$ cat config.mk
export PLATFORM = sky130hd
export DESIGN_NAME = blkout_engine
export DESIGN_NICKNAME = d
export VERILOG_FILES = /design/src/rtl/blkout_pkg.sv /design/src/rtl/blkout_decode.sv /design/src/rtl/blkout_fetch.sv /design/src/rtl/blkout_outq.sv /design/src/rtl/blkout_engine.sv
export SDC_FILE = /design/constraint.sdc
export NUM_CORES = 1
export LEC_CHECK = 0
export ABC_AREA = 1
export BUFFER_PORTS_ARGS = -buffer_cell sky130_fd_sc_hd__buf_2
export CORE_ASPECT_RATIO = 0.9
export CORE_MARGIN = 4
export CORE_UTILIZATION = 30
export CTS_CLUSTER_DIAMETER = 50
export CTS_CLUSTER_SIZE = 20
export DETAILED_ROUTE_END_ITERATION = 6
export SLEW_MARGIN = 15
export SYNTH_ARGS = -nofsm -noshare
export SYNTH_HDL_FRONTEND = slang
export SYNTH_SLANG_ARGS = --single-unit
$ cat constraint.sdc
create_clock -name clk -period 2 [get_ports clk]
set_input_delay 0.2 -clock clk [delete_from_list [all_inputs] [get_ports clk]]
set_output_delay 0.2 -clock clk [all_outputs]
set_load 0.02 [all_outputs]
$ cat src/rtl/blkout_pkg.sv
// Shared constants and types for the block-out streaming engine.
// Assumes the fixed 32-bit instruction layout: opcode [31:26], tag [22:13],
// source index [11:0] (bank [11:10], offset [9:0]).
package blkout_pkg;
    localparam int INSTR_W = 32;
    localparam int OPC_W   = 6;
    localparam int OPC_LSB = 26;
    localparam int TAG_W   = 10;
    localparam int TAG_LSB = 13;
    localparam int SEL_W   = 2;
    localparam int OFF_W   = 10;
    localparam int SRC_W   = SEL_W + OFF_W;
    localparam int SRC_LSB = 0;
    localparam logic [OPC_W-1:0] OPC_BLKOUT = 6'h0F;

    typedef struct packed {
        logic [TAG_W-1:0] tag;
        logic [SRC_W-1:0] src;
    } blkout_cmd_t;

    typedef enum logic {
        ST_IDLE,
        ST_RUN
    } run_state_t;
endpackage

$ cat src/rtl/blkout_decode.sv
// Instruction decoder: flags the block-out opcode and pulls the tag and
// source index out of the instruction word. Purely combinational.
module blkout_decode
    import blkout_pkg::*;
(
    input  logic [INSTR_W-1:0] instr,
    output logic               is_blkout,
    output blkout_cmd_t        cmd
);
    logic unused_fields;

    // Split the instruction into opcode match and command fields.
    always_comb begin
        is_blkout = (instr[OPC_LSB +: OPC_W] == OPC_BLKOUT);
        cmd.tag   = instr[TAG_LSB +: TAG_W];
        cmd.src   = instr[SRC_LSB +: SRC_W];
    end

    assign unused_fields = ^{instr[25:23], instr[12]};
endmodule

$ cat src/rtl/blkout_fetch.sv
// Read issuer: walks the register file from a base index for a given count.
// It issues a read only when the caller reports a free slot downstream.
// Assumes load arrives only while no reads are pending.
module blkout_fetch #(
    parameter int ADDR_W = 12,
    parameter int LEN_W  = 10
) (
    input  logic              clk,
    input  logic              rst_n,
    input  logic              load,
    input  logic [ADDR_W-1:0] base,
    input  logic [LEN_W-1:0]  len,
    input  logic              slot_free,
    output logic              rd_en,
    output logic [ADDR_W-1:0] rd_addr
);
    logic [ADDR_W-1:0] addr_q;
    logic [LEN_W-1:0]  left_q;

    assign rd_en   = (left_q != '0) && slot_free;
    assign rd_addr = addr_q;

    // Load the run on acceptance, then step address and count per read.
    always_ff @(posedge clk) begin
        if (!rst_n) begin
            addr_q <= '0;
            left_q <= '0;
        end else if (load) begin
            addr_q <= base;
            left_q <= len;
        end else if (rd_en) begin
            addr_q <= addr_q + 1'b1;
            left_q <= left_q - 1'b1;
        end
    end
endmodule

$ cat src/rtl/blkout_outq.sv
// Two-entry output queue: a head register that drives the port and a skid
// register behind it. Assumes the caller never lands a word while both
// entries are full and the head is not leaving.
module blkout_outq #(
    parameter int W = 32
) (
    input  logic         clk,
    input  logic         rst_n,
    input  logic         in_valid,
    input  logic [W-1:0] in_data,
    input  logic         ack,
    output logic         head_valid,
    output logic [W-1:0] head_data,
    output logic         skid_valid
);
    logic [W-1:0] skid_q;
    logic         pop;

    assign pop = head_valid && ack;

    // Advance the head from the skid or from the arriving word, else fill the skid.
    always_ff @(posedge clk) begin
        if (!rst_n) begin
            head_valid <= 1'b0;
            head_data  <= '0;
            skid_valid <= 1'b0;
            skid_q     <= '0;
        end else if (!head_valid || pop) begin
            if (skid_valid) begin
                head_valid <= 1'b1;
                head_data  <= skid_q;
                skid_valid <= in_valid;
                if (in_valid) skid_q <= in_data;
            end else begin
                head_valid <= in_valid;
                if (in_valid) head_data <= in_data;
            end
        end else if (in_valid) begin
            skid_valid <= 1'b1;
            skid_q     <= in_data;
        end
    end
endmodule

$ cat src/rtl/blkout_engine.sv
// Block-out streaming engine top. It accepts a block-out instruction while
// idle, drives its tag, and streams xfer_len register-file words through a
// valid/acknowledge port. done pulses once after the final word is taken.
// Assumes the register file returns data one cycle after rf_rd_en.
module blkout_engine
    import blkout_pkg::*;
#(
    parameter int WORD_W = 32,
    parameter int LEN_W  = 10
) (
    input  logic               clk,
    input  logic               rst_n,
    input  logic               instr_valid,
    input  logic [INSTR_W-1:0] instr_word,
    input  logic [LEN_W-1:0]   xfer_len,
    output logic               rf_rd_en,
    output logic [SRC_W-1:0]   rf_rd_addr,
    input  logic [WORD_W-1:0]  rf_rd_data,
    output logic [WORD_W-1:0]  out_data,
    output logic               out_valid,
    output logic [TAG_W-1:0]   out_tag,
    input  logic               out_ack,
    output logic               done
);
    localparam int QDEPTH = 2;
    localparam int OCC_W  = 2;

    run_state_t          state_q;
    blkout_cmd_t         cmd;
    logic                is_blkout;
    logic                accept;
    logic                pop;
    logic                last_pop;
    logic                inflight_q;
    logic                skid_valid;
    logic                slot_free;
    logic [OCC_W-1:0]    occ_next;
    logic [LEN_W-1:0]    words_left_q;

    blkout_decode u_dec (
        .instr     (instr_word),
        .is_blkout (is_blkout),
        .cmd       (cmd)
    );

    assign accept   = instr_valid && is_blkout && (state_q == ST_IDLE);
    assign pop      = out_valid && out_ack;
    assign last_pop = pop && (words_left_q == LEN_W'(1));

    // Count queue entries plus the read in flight, less the word leaving now.
    always_comb begin
        occ_next  = {1'b0, out_valid} + {1'b0, skid_valid} + {1'b0, inflight_q} - {1'b0, pop};
        slot_free = (occ_next < OCC_W'(QDEPTH));
    end

    blkout_fetch #(
        .ADDR_W (SRC_W),
        .LEN_W  (LEN_W)
    ) u_fetch (
        .clk       (clk),
        .rst_n     (rst_n),
        .load      (accept),
        .base      (cmd.src),
        .len       (xfer_len),
        .slot_free (slot_free),
        .rd_en     (rf_rd_en),
        .rd_addr   (rf_rd_addr)
    );

    // Remember that a read was issued so its data is captured next cycle.
    always_ff @(posedge clk) begin
        if (!rst_n) inflight_q <= 1'b0;
        else        inflight_q <= rf_rd_en;
    end

    blkout_outq #(
        .W (WORD_W)
    ) u_outq (
        .clk        (clk),
        .rst_n      (rst_n),
        .in_valid   (inflight_q),
        .in_data    (rf_rd_data),
        .ack        (out_ack),
        .head_valid (out_valid),
        .head_data  (out_data),
        .skid_valid (skid_valid)
    );

    // Run control: accept, count words handed over, pulse done at the end.
    always_ff @(posedge clk) begin
        if (!rst_n) begin
            state_q      <= ST_IDLE;
            words_left_q <= '0;
            out_tag      <= '0;
            done         <= 1'b0;
        end else begin
            done <= 1'b0;
            if (accept) begin
                out_tag      <= cmd.tag;
                words_left_q <= xfer_len;
                if (xfer_len == '0) done    <= 1'b1;
                else                state_q <= ST_RUN;
            end else if (pop) begin
                words_left_q <= words_left_q - 1'b1;
                if (last_pop) begin
                    state_q <= ST_IDLE;
                    done    <= 1'b1;
                end
            end
        end
    end
endmodule

==> summary.txt, run 1 <==
Detailed routing
  – DRC viols: 0
  – Via density per instance: 4.69
  – Vias: 5408
  – Pre-antenna DRT Iters: 5
  – Wirelength per Cell: 13.5 microns
  – Drt total wl: 15600 microns
  – Post-route ant nets: 0
  – First-iteration detailed-routing DRC count: 299

Floorplan
  – Initial Util: 0.310
  – FP Rows: 45
  – Die Area: 0.0200 sq mm
  – Die height: 134 microns
  – Core ar.: 0.0172 sq mm
  – Die Span X: 149 microns
  – Ports: 135

Clocking
  – H-tree levels: 3
  – Total CTS buffers: 9
  – Reg clk slew, reported paths: 0.08 ns
  – CTS Hold Bufs: 0
  – Clock Tree Root: clkbuf_16
  – Clk Latency, worst-skew pair: 0.36 ns
  – Clock buffer depth: 2
  – CTS sink count: 111
  – CTS tree: built

Power
  – Clock network power share: 0.219
  – Psw: 3790 uW
  – P_int: 5360 uW
  – Sw Share: 0.414
  – Total design power: 9140 uW
  – Peak supply drop: 666 uV
  – PwrDens: 1330 mW/mm^2
  – Leakage: 0.00314 uW
  – Reg power frac: 0.340
  – Comb power frac: 0.441

Global route
  – Initial antenna violation count: 1
  – Largest net degree at the start of global routing: 86
  – Vias in the first global route: 4986
  – First-pass GRT wire length: 25400 microns
  – Congestion Overflow GR: 0
  – Global Route Usage Sum: 0.156

Yosys
  – Ys flop type: dfxtp_1
  – Simple-Gate Fraction of Synth Area: 0.323
  – Yosys warns: 0
  – Adder-cell share of the synthesized area: 0.0141
  – Syn Inst Count: 776
  – Compound-Gate Fraction of Synth Area: 0.157
  – Mux cell area share after synthesis: 0
  – Post-synth EDFFs: 0
  – Syn_area_per_cell: 6.87 sq um
  – Yosys cell types: 36
  – Post-synthesis xor/xnor area fraction: 0.0164
  – Post-Syn Area: 0.00533 sq mm
  – Main combinational cell family by area after synthesis: simple AND/OR/NAND/NOR gates
  – Post-Syn Nets: 860
  – Sequential cell area fraction in the yosys report: 0.417
  – Post-synthesis async set-or-reset flop share: 0
  – Synth Register Bits: 111

Placement
  – Pre-CTS setup slack: -0.0230 ns
  – Port bufs: 130
  – RePlAce Congestion: 0.891
  – Final HPWL DP: 10600 microns

Outcome
  – Status: complete, but fails checks
  – Violated checks: negative setup slack

STA
  – Final Hold Viols: 0
  – Max-slew violations: 0
  – Final setup vio count: 1
  – Final WS setup: -0.0456 ns
  – Slew @ Worst Pin: 0.626 ns
  – Worst Clk Skew: 0.00897 ns
  – Fmax: 489 MHz
  – Setup_tns: -0.0456 ns
  – Setup repair after global routing missed its margin: yes
  – Final Critical Period: 2.05 ns
  – Part of the cycle the worst path needs: 1.02
  – Slew HR: 0.580

Setup path
  – R2R cell count: 17
  – Crit Path Class: register to primary output
  – Worst path buffer plus inverter count: 5
  – Slowest CP cell: dfxtp_2
  – Largest stage delay, worst path: 0.33 ns
  – Crit path required time: 1.80 ns
  – Most frequent CP cell: inv_2
  – Critical path capture point type: primary output
  – Crit path max fanout: 2
  – Crit path DAT: 1.85 ns
  – WP depth: 13
  – CP startpoint kind: register
  – Crit-path cells: nand2_2, inv_2, ha_4, inv_2, ha_4, nand2_4, nand2_2, nand2_1, nand2_1, inv_2, nand2_8, inv_4, buf_6
  – CP delay by family, top: adder cells

Final layout
  – Final core utilization: 0.400
  – Register area: 0.00222 sq mm
  – # fillers: 1771
  – Nets@finish: 998
  – Area occupied by multi-input gates: 0.00284 sq mm
  – Most common cell after layout, fill and taps aside: nand2_1
  – P&R area growth vs syn: 28.9%
  – Layout cells sized above 1: 0.249
  – N_diodes: 0
  – Commonest non-fill, non-tap cells in the layout: nand2_1, nor2_1, buf_2, dfxtp_1, o21ai_0

Worst hold path
  – Path category of the worst min-delay check: input pin to register
  – Hold-critical path depth: 3

Run
  – Max cap viols: 0
cell usage after synthesis (3+ instances only):
library cell,count,area share
inv_1,49,0.035
nor3_2,4,0.0075
xor2_1,9,0.015
o21ai_0,96,0.090
nand3_1,32,0.030
clkbuf_1,23,0.016
nor3_1,7,0.0066
o211ai_1,3,0.0042
a31oi_1,33,0.039
nand4_1,8,0.0094
dfxtp_1,111,0.42
a21oi_1,16,0.015
nand2_1,174,0.12
ha_1,6,0.014
buf_2,14,0.013
nor2_4,4,0.0085
nor2_1,159,0.11
worst register-to-register path: stages, from the launching register on:
cell	delay (ns)
dfxtp_2	0.33
nand2_2	0.06
inv_2	0.05
ha_4	0.25
inv_2	0.04
ha_4	0.21
nand2_4	0.06
nand2_2	0.05
nand2_1	0.05
nand2_1	0.06
inv_2	0.11
nand2_8	0.07
buf_6	0.15
buf_4	0.16
nand3_1	0.06
nand2_1	0.05
nor2_1	0.08
nor2_1	0.04
power by group through the flow:
stage	Combinational [uW]	Sequential [uW]	Clock, uW
after global routing	4500	3180	2180
after detailed placement	3700	3140	0
after CTS	3860	3100	2090
final	4030	3110	2000
after floorplan	2290	3450	0
after global placement	3670	3130	0
logic make-up after synthesis:
family	count (synthesis)
xor+xnor	10
flops	111
fa+ha+maj	6
simple gates	404
buf+inv	91
compound gates	154
metal layers:
layer / routed length (microns) / share of wire / vias to the layer above / GRT usage
li1: - / - / 2815 / -
met1: 7460 / 0.48 / 2441 / 0.215
met2: 6910 / 0.44 / 131 / 0.242
met3: 954 / 0.061 / 19 / 0.0463
met4: 227 / 0.015 / 2 / 0.0323
met5: 7 / 0.00045 / - / 0
flip-flops by register name, summed over array words and instances (netlist names):
name and count:
words_left_q 10, inflight_q 1, u_outq.head_valid 1, u_fetch.rd_addr 12, u_outq.head_data 32, u_outq.skid_valid 1
out_tag 10, u_fetch.left_q 10, state_q 1, done 1, u_outq.skid_q 32
through the flow:
stage / hold slack [ns] / cell area, sq um / std cells
final: 0.0798 / 6870 / 1154
after global routing: 0.0653 / 6870 / 1154
after CTS: 0.0671 / 6790 / 1152
after detailed placement: 0.451 / 6350 / 1123
after global placement: 0.445 / 6350 / 1123
after floorplan: 0.347 / 5380 / 776
worst paths after layout:
check                                        from                 to  slack [ns]
worst max-delay path            u_outq.head_valid           rf_rd_en       -0.05
worst min-delay path               instr_word[13]         out_tag[0]        0.08
worst max register to register  u_outq.head_valid  u_fetch.left_q[8]        0.01
worst min register to register  u_fetch.left_q[0]  u_fetch.left_q[0]        0.48
repair_timing:
item	CTS	global route
cloned	1	2
buffers inserted	13	2
endpoints found under the hold margin	0	0
pin swaps	3	2
setup endpoints to repair	8	24
resized for setup	10	17
cell type report:
type | instances | area share
Clock inverter | 6 | 0.0140
Inverter | 52 | 0.0310
Sequential cell | 111 | 0.324
Timing Repair Buffer | 163 | 0.139
Multi-Input combinational cell | 576 | 0.414
Timing Repair inverter | 1 | 0.00127
Clock buffer | 10 | 0.0348
Tap cell | 235 | 0.0428
Power figures use the tool's default switching activity.
==> run 2, diff against run 1 <==
Settings changed: ABC_AREA 1 to default.
Clock period 2 ns to 2.15 ns, I/O delays scaled along.
==> run 2 against run 1 <==
The run still ends with negative setup slack left. Setup slack lost 0.14 ns. Flip-flop and latch count unchanged. First-iteration DRC count shrank 30%. Register-to-register slack got worse by 0.19 ns. Sequential power down 11%. Critical path depth shrank 3. Final area is 0.55% higher. Cell count shrank 19%. Wire length shrank 13%. Synthesized area decreased by 5.1%. Critical endpoint is now u_fetch.left_q[3]. Largest power group unchanged.
==> summary.txt, run 2 <==
Global route
  – Largest net degree at the start of global routing: 65
  – First-pass GRT wire length: 22000 microns
  – Congestion Overflow GR: 0
  – Global Route Usage Sum: 0.139
  – Vias in the first global route: 4439
  – Initial antenna violation count: 0

Clocking
  – CTS sink count: 111
  – Reg clk slew, reported paths: 0.07 ns
  – Clk Latency, worst-skew pair: 0.35 ns
  – H-tree levels: 3
  – CTS Hold Bufs: 0
  – CTS tree: built
  – Total CTS buffers: 9
  – Clock buffer depth: 2
  – Clock Tree Root: clkbuf_16

Floorplan
  – Die height: 131 microns
  – Ports: 135
  – Initial Util: 0.309
  – Core ar.: 0.0164 sq mm
  – Die Span X: 145 microns
  – Die Area: 0.0190 sq mm
  – FP Rows: 44

Final layout
  – # fillers: 1616
  – Area occupied by multi-input gates: 0.00288 sq mm
  – Nets@finish: 812
  – Commonest non-fill, non-tap cells in the layout: buf_2, nand2_1, dfxtp_1, a21boi_0, buf_4
  – Most common cell after layout, fill and taps aside: buf_2
  – Layout cells sized above 1: 0.323
  – Register area: 0.00223 sq mm
  – N_diodes: 0
  – P&R area growth vs syn: 36.6%
  – Final core utilization: 0.422

Yosys
  – Post-Syn Nets: 660
  – Mux cell area share after synthesis: 0.0633
  – Most common cell in the netlist: nand2_1
  – Simple-Gate Fraction of Synth Area: 0.193
  – Post-synth top area share: 0.439
  – Top cells by count, synth: nand2_1, dfxtp_1, a21boi_0, clkbuf_1
  – Sequential cell area fraction in the yosys report: 0.439
  – Post-Syn Area: 0.00506 sq mm
  – Post-synthesis xor/xnor area fraction: 0.0190
  – Yosys top cell by area: dfxtp_1
  – Yosys cell types: 43
  – Syn_area_per_cell: 8.78 sq um
  – Adder-cell share of the synthesized area: 0.0148
  – Main combinational cell family by area after synthesis: compound AO/OA/AOI/OAI gates
  – Syn Inst Count: 576
  – Post-synthesis async set-or-reset flop share: 0
  – Ys flop type: dfxtp_1
  – Yosys warns: 0
  – Synth Register Bits: 111
  – Post-synth EDFFs: 0
  – Compound-Gate Fraction of Synth Area: 0.231
  – Synth area leaders: dfxtp_1, nand2_1, a21boi_0

STA
  – Final setup vio count: 20
  – Slew @ Worst Pin: 0.685 ns
  – Final WS setup: -0.182 ns
  – Slew HR: 0.542
  – Final Hold Viols: 0
  – Setup repair after global routing missed its margin: yes
  – Fmax: 429 MHz
  – Worst Clk Skew: 0.0114 ns
  – Final Critical Period: 2.33 ns
  – Max-slew violations: 0
  – Part of the cycle the worst path needs: 1.08
  – Setup_tns: -1.21 ns

Detailed routing
  – Met1 WL: 6590 microns
  – Vias: 4629
  – Pre-antenna DRT Iters: 6
  – DRC viols: 0
  – Top Metal Used: met4
  – Met2 wire length: 6080 microns
  – Wirelength per Cell: 14.4 microns
  – Post-route ant nets: 0
  – First-iteration detailed-routing DRC count: 210
  – Met3 wire len: 680 microns
  – Drt total wl: 13500 microns
  – Via density per instance: 4.92

Placement
  – Port bufs: 130
  – RePlAce Congestion: 0.781
  – Final HPWL DP: 8830 microns

Setup path
  – FF-to-FF setup slack: -0.18 ns
  – Slowest CP cell: or4_4
  – Most frequent CP cell: ha_4
  – Critical Path Start: u_outq.head_valid
  – Largest stage delay, worst path: 0.54 ns
  – Critical path capture point type: register
  – Crit-path cells: and2_4, ha_4, inv_2, ha_4, a21oi_4, xnor2_4, buf_12, buf_6, or4_4, a31oi_4
  – Reg-to-reg critical path startpoint: u_outq.head_valid
  – CP startpoint kind: register
  – CP delay by family, top: simple AND/OR/NAND/NOR gates
  – Worst path buffer plus inverter count: 3
  – Crit path DAT: 2.60 ns
  – Crit Path Class: register to register
  – Crit path max fanout: 4
  – Crit path required time: 2.42 ns

Power
  – Leakage: 0.00296 uW
  – Reg power frac: 0.331
  – Clock network power share: 0.208
  – PwrDens: 1210 mW/mm^2
  – Psw: 3050 uW
  – Comb power frac: 0.461
  – Peak supply drop: 715 uV
  – P_int: 5290 uW
  – Sw Share: 0.365

Outcome
  – Status: complete, but fails checks
  – Violated checks: negative setup slack

Worst hold path
  – Hold_sp: instr_word[16]
  – Path category of the worst min-delay check: input pin to register

Run
  – Max cap viols: 0
## run 2: cell count changes in the layout (fill, tap and decap cells not counted), moves of 22 or more
cell,previous run,this run
nand2_1,169,125
nand3_1,31,9
nor2_1,153,11
o21ai_0,91,24
o211a_1,0,32
a21boi_0,1,45
mux2i_1,0,32
inv_1,45,5
## run 2: repair_timing
| action | CTS | global route |
|---|---|---|
| endpoints found under the setup margin | 21 | 22 |
| gates resized for setup | 21 | 25 |
| buffers inserted | 10 | 3 |
| pin swaps | 25 | 16 |
| cloned | 3 | 1 |
## run 2: metrics by stage
stage / setup WS [ns] / cells / cell area (sq um) / total power [uW] / hold WS (ns)
6_report: -0.182 / 940 / 6910 / 8340 / 0.108
5_1_grt: -0.242 / 940 / 6910 / 8860 / 0.107
4_1_cts: -0.163 / 938 / 6750 / 8130 / 0.0962
3_5_place_dp: -0.191 / 909 / 6200 / 5750 / 0.457
3_3_place_gp: -0.140 / 909 / 6200 / 5730 / 0.449
2_1_floorplan: -0.259 / 576 / 5150 / 4730 / 0.347
## run 2: per-layer routing
layer / vias up / global-route usage
met2: 91 / 0.215
met3: 14 / 0.0356
met5: - / 0
met1: 2137 / 0.192
li1: 2387 / -
met4: 0 / 0.0389
## run 2: worst paths after layout
path | endpoint | cells after the start
max | u_fetch.left_q[3] | 10
min | out_tag[3] | 3
max reg2reg | u_fetch.left_q[3] | 10
min reg2reg | u_outq.skid_q[7] | 2
## run 2: tightest hold or removal path: stages
cell and delay [ns]:
buf_2 0.09, nand2_1 0.04, a21boi_0 0.06
## run 2: cells by family (layout without fill, tap and decap cells)
family	Yosys count	count (layout)
buffers and inverters	51	208
multiplexers	32	32
XOR/XNOR	11	11
AND/OR/NAND/NOR	205	205
adder cells (fa/ha/maj)	6	6
AO/OA/AOI/OAI	160	160
flip-flops	111	111
## run 2: power groups by stage
| stage | clock network (uW) | registers (uW) | logic [uW] |
|---|---|---|---|
| 6_report | 1730 | 2760 | 3850 |
| 5_1_grt | 1870 | 2820 | 4170 |
| 4_1_cts | 1790 | 2760 | 3570 |
| 3_5_place_dp | 0 | 2790 | 2960 |
| 3_3_place_gp | 0 | 2790 | 2930 |
| 2_1_floorplan | 0 | 3070 | 1660 |
## run 2: area by class of cell
class,instances,area share
tap,207,0.0375
sequential,111,0.322
clock inverter,5,0.00888
inverter,8,0.00435
timing repair buffer,184,0.174
clock buffer,11,0.0351
multi-input combinational,414,0.417
